==> config.mk <==
export PLATFORM = sky130hd
export DESIGN_NAME = trace_trig_counter
export DESIGN_NICKNAME = d
export VERILOG_FILES = /design/src/rtl/tbt_pkg.sv /design/src/rtl/tbt_wr_gate.sv /design/src/rtl/tbt_dec_step.sv /design/src/rtl/tbt_event_pulse.sv /design/src/rtl/trace_trig_counter.sv
export SDC_FILE = /design/constraint.sdc
export NUM_CORES = 1
export LEC_CHECK = 0
export BUFFER_PORTS_ARGS = -buffer_cell sky130_fd_sc_hd__buf_2
export CORE_MARGIN = 10
export CORE_UTILIZATION = 48
export DETAILED_ROUTE_END_ITERATION = 6
export PLACE_DENSITY = 0.91
export SLEW_MARGIN = 30
export SYNTH_ARGS = -nofsm -noshare
export SYNTH_HDL_FRONTEND = slang
export SYNTH_SLANG_ARGS = --single-unit
==> constraint.sdc <==
create_clock -name clk -period 6.3 [get_ports clk]
set_input_delay 1.26 -clock clk [delete_from_list [all_inputs] [get_ports clk]]
set_output_delay 1.26 -clock clk [all_outputs]
set_load 0.005 [all_outputs]
==> src/rtl/tbt_pkg.sv <==
package tbt_pkg;

    localparam int CNT_W = 32;
    localparam int REG_W = 64;

    typedef enum logic [1:0] {
        UPD_HOLD = 2'd0,
        UPD_LOAD = 2'd1,
        UPD_DEC  = 2'd2
    } upd_kind_t;

    typedef struct packed {
        logic             valid;
        logic [CNT_W-1:0] value;
    } wr_req_t;

    typedef struct packed {
        logic             active;
        logic             hits_zero;
        logic [CNT_W-1:0] next;
    } dec_res_t;

    function automatic logic [CNT_W-1:0] align_mask(input int unsigned nbits);
        logic [CNT_W-1:0] low;
        low = (CNT_W'(1) << nbits) - CNT_W'(1);
        return ~low;
    endfunction

endpackage

==> src/rtl/tbt_wr_gate.sv <==
module tbt_wr_gate #(
    parameter int unsigned ALIGN_BITS = 0
) (
    input  logic                      wr_en,
    input  logic [tbt_pkg::REG_W-1:0] wr_data,
    input  logic                      buf_enable,
    output tbt_pkg::wr_req_t          req
);
    localparam logic [tbt_pkg::CNT_W-1:0] MASK = tbt_pkg::align_mask(ALIGN_BITS);

    logic [tbt_pkg::REG_W-tbt_pkg::CNT_W-1:0] upper_unused;

    always_comb begin
        upper_unused = wr_data[tbt_pkg::REG_W-1:tbt_pkg::CNT_W];
        req.valid    = wr_en && !buf_enable;
        req.value    = wr_data[tbt_pkg::CNT_W-1:0] & MASK;
    end

    logic unused_ok;
    assign unused_ok = ^upper_unused;
endmodule

==> src/rtl/tbt_dec_step.sv <==
module tbt_dec_step #(
    parameter int unsigned BYTES_W = 4
) (
    input  logic [tbt_pkg::CNT_W-1:0] cur,
    input  logic                      trig_seen,
    input  logic [BYTES_W-1:0]        byte_cnt,
    output tbt_pkg::dec_res_t         res
);
    localparam int unsigned PAD_W = tbt_pkg::CNT_W - BYTES_W;

    logic [tbt_pkg::CNT_W-1:0] bytes_ext;

    always_comb begin
        bytes_ext     = {{PAD_W{1'b0}}, byte_cnt};
        res.active    = trig_seen && (cur != '0);
        res.hits_zero = res.active && (cur <= bytes_ext);
        if (cur > bytes_ext) begin
            res.next = cur - bytes_ext;
        end else begin
            res.next = '0;
        end
    end
endmodule

==> src/rtl/tbt_event_pulse.sv <==
module tbt_event_pulse (
    input  logic                 clk,
    input  logic                 rst,
    input  tbt_pkg::upd_kind_t   kind,
    input  logic                 hits_zero,
    output logic                 pulse
);
    always_ff @(posedge clk) begin
        if (rst) begin
            pulse <= 1'b0;
        end else begin
            pulse <= (kind == tbt_pkg::UPD_DEC) && hits_zero;
        end
    end
endmodule

==> src/rtl/trace_trig_counter.sv <==
module trace_trig_counter #(
    parameter int unsigned ALIGN_BITS = 0,
    parameter int unsigned MAX_BYTES  = 8,
    localparam int unsigned BYTES_W   = $clog2(MAX_BYTES + 1)
) (
    input  logic                      clk,
    input  logic                      rst,
    input  logic                      wr_en,
    input  logic [tbt_pkg::REG_W-1:0] wr_data,
    output logic [tbt_pkg::REG_W-1:0] rd_data,
    input  logic                      buf_enable,
    input  logic                      trig_seen,
    input  logic [BYTES_W-1:0]        byte_cnt,
    output logic                      trig_event
);
    import tbt_pkg::*;

    logic [CNT_W-1:0] count_q;
    logic [CNT_W-1:0] count_d;
    wr_req_t          req;
    dec_res_t         dec;
    upd_kind_t        kind;

    tbt_wr_gate #(
        .ALIGN_BITS (ALIGN_BITS)
    ) u_gate (
        .wr_en      (wr_en),
        .wr_data    (wr_data),
        .buf_enable (buf_enable),
        .req        (req)
    );

    tbt_dec_step #(
        .BYTES_W (BYTES_W)
    ) u_dec (
        .cur       (count_q),
        .trig_seen (trig_seen),
        .byte_cnt  (byte_cnt),
        .res       (dec)
    );

    always_comb begin
        if (req.valid) begin
            kind    = UPD_LOAD;
            count_d = req.value;
        end else if (dec.active) begin
            kind    = UPD_DEC;
            count_d = dec.next;
        end else begin
            kind    = UPD_HOLD;
            count_d = count_q;
        end
    end

    always_ff @(posedge clk) begin
        if (rst) begin
            count_q <= '0;
        end else begin
            count_q <= count_d;
        end
    end

    tbt_event_pulse u_evt (
        .clk       (clk),
        .rst       (rst),
        .kind      (kind),
        .hits_zero (dec.hits_zero),
        .pulse     (trig_event)
    );

    assign rd_data = {{(REG_W-CNT_W){1'b0}}, count_q};
endmodule

==> flow_metrics.tcl <==
set metrics [dict create \
    max_freq_mhz 285 \
    synth_cell_types 58 \
    dieArea_sq_mm 0.00836 \
    vias 2535 \
    p_clk_frac 0.235 \
    wire_per_inst_microns 16.7 \
    io_pins 138 \
    worstHoldPathCells 2 \
    cap_violations 0 \
    avgSynthCellArea_sq_um 7.82 \
    met2_usage 0.277 \
    grt_use_met1 0.198 \
    layout-area-overhead-vs-synth_pct 15.3 \
    h-tree-depth 2 \
    cp_max_fo 18 \
    p_leak_uw 0.00129 \
    wirelength_microns 7530 \
    ir_drop_mv 0.148 \
    syn-cell-area_sq_mm 0.00245 \
    status "finished clean" \
    viasPerCell 5.63 \
    critPathKind "primary input to flop" \
    grt_max_degree 22 \
    cts-resized-gates 0 \
    endpoint_kind "flop" \
    dr.pass1.iters 4 \
    die_h_microns 91.4 \
    synth_edf_count 0 \
    antenna_cells 0 \
    yosys_warnings 0 \
    yosysSeqAreaShare 0.270 \
    finalSetupViolCount 0 \
    ys_async_sr_fraction 0 \
    required_ns 6.48 \
    setup_tns_ns 0 \
    routabilityCongestion 0.927 \
    synth_top_area_frac 0.270 \
    use_met3 0.0634 \
    seq_power_share 0.355 \
    yosysMostFrequentCell "buf_4" \
    period_needed_ns 3.51 \
    max-slew-margin-rel 0.422 \
    syn-instance-count 313 \
    register_area_sq_um 661 \
    combPwrFrac 0.411 \
    yosys-mux-area-fraction 0 \
    cp.arrival_ns 3.68 \
    synth_top_family_by_area "simple AND/OR/NAND/NOR gates" \
    rows 25 \
    slew_viol_final 0 \
    post-route-period-util 0.556 \
    ant_nets 0 \
    tightest_slew_ns 0.864 \
    drive_gt1_frac 0.245 \
    cts_root_buf "clkbuf_8" \
    synth.area.top_cells "dfxtp_1 27%, buf_4 10%, nand2_1 5.1%" \
    startpoint_type "primary input" \
    clockBufferDepth 2 \
    grt_pass1_vias 2609 \
    yosys.area_share.simple 0.326 \
    worst_slack_ns 2.79 \
    antenna_found_initial 0 \
    synth_top_cell_by_area "dfxtp_1" \
    synth_seq_cells 33 \
    grt-ovfl-total 0 \
    hold_path_class "flop to flop" \
    rsz0062_at_grt "no" \
    grt_usage 0.171 \
    switching_share 0.399 \
    synth_compound_area_frac 0.186 \
    numCtsBuffers 5 \
    multi_input_area_sq_mm 0.00158 \
    cts_hold_buf 0 \
    fin_skew_ns 0.00796 \
    io_buffers 73 \
    synth_common_cells "34 x buf_4, 33 x dfxtp_1, 33 x nand2_1" \
    synth_fa_ha_area_frac 0.0286 \
    rr_worst_depth 6 \
    post-dp-hpwl_microns 5910 \
    ys.flop_type "dfxtp_1" \
    post-cts-setup-buffers 0 \
    top_usage_layer "met2" \
    die_x_microns 91.4 \
    drcViolationCount 0 \
    power_switching_uw 310 \
    synth_xor_area_frac 0.0537 \
    cts_tree "built" \
    p_int_uw 467 \
    finalNetCount 460 \
    coreArea_sq_mm 0.00485 \
    drt_iter0_markers 212 \
    clk_pin_slew_ns 0.07 \
    hold_violations 0 \
    fill_cells 459 \
    pre_cts_ws_ns 2.52 \
    power_density_mw_per_mm2 275 \
    cts_sinks 33 \
    clk_latency_ns 0.29 \
    initial_core_util 0.505 \
    grt_pass1_wl_microns 12200 \
]
final cells by class:
class,instances,share of cell area
well taps,67,0.0297
repair buffers,74,0.132
flip-flops and latches,33,0.234
inverters,8,0.0106
clock inverters,1,0.00177
multi-input cells,260,0.558
clock buffers,7,0.0341
layout by cell type, fill, tap and decap left out, drive strengths merged, types with 2 or more instances in the layout:
| master | instances |
|---|---|
| a31oi | 2 |
| a211oi | 2 |
| a21oi | 6 |
| a22o | 2 |
| a32oi | 5 |
| or2 | 7 |
| and2 | 2 |
| xnor2 | 12 |
| conb | 32 |
| clkbuf | 7 |
| nand4 | 3 |
| nor2 | 20 |
| nor4 | 18 |
| nor4b | 3 |
| nor3b | 3 |
| o211a | 2 |
| nand2b | 2 |
| o311a | 3 |
| xor2 | 3 |
| or4 | 8 |
| nor2b | 5 |
| or3 | 13 |
| buf | 74 |
| nand4b | 3 |
| ha | 4 |
| nand3 | 9 |
| nand2 | 33 |
| o21a | 2 |
| nor3 | 12 |
| o21ai | 22 |
| o211ai | 4 |
| dfxtp | 33 |
| o311ai | 3 |
| a22oi | 2 |
| inv | 8 |
layer usage:
layer,vias to the layer above,part of all wire
li1,1232,-
met1,1160,0.41
met2,120,0.47
met3,23,0.087
met4,0,0.028
met5,-,0
state kept, by name, summed over array words and instances, names as in the netlist:
name         count
count_q         32
u_evt.pulse      1
kinds of logic (layout without fill, tap and decap cells):
kind of cell	count (synthesis)	after routing
buffers and inverters	51	90
other	1	32
AOI/OAI and AO/OA	65	65
adders and majority gates	5	5
DFF	33	33
xor gates and xnor gates	15	15
and+or+nand+nor	143	143
worst max-delay path, cell delays in order:
cell and delay (ns):
buf_2 0.09, nor2b_1 0.66, nor2_1 0.41, or2_1 0.56, o311a_1 0.43, a221o_1 0.26
power groups by stage:
stage	logic, uW	clock network [uW]	registers (uW)
after floorplan	236	0	274
after global placement	309	0	276
after detailed placement	314	0	279
after CTS	316	182	274
after global routing	354	193	280
final	319	182	276
metrics by stage:
stage                     power, uW  utilization  cell area [sq um]  hold WS (ns)  cells
after floorplan                 510            -               2560         0.495    344
after global placement          585        0.562               2720         0.497    442
after detailed placement        593        0.562               2720         0.513    442
after CTS                       772        0.582               2820         0.525    450
after global routing            827        0.582               2820         0.565    450
final                           777        0.582               2820         0.524    450
path summary, 6_finish.rpt:
check / endpoint / startpoint / slack [ns]
min reg2reg: count_q[26] / count_q[26] / 0.52
max reg2reg: count_q[31] / count_q[27] / 2.91
max: count_q[31] / wr_en / 2.79
min: count_q[26] / count_q[26] / 0.52
Note: power is estimated with default switching activity, not from simulation.
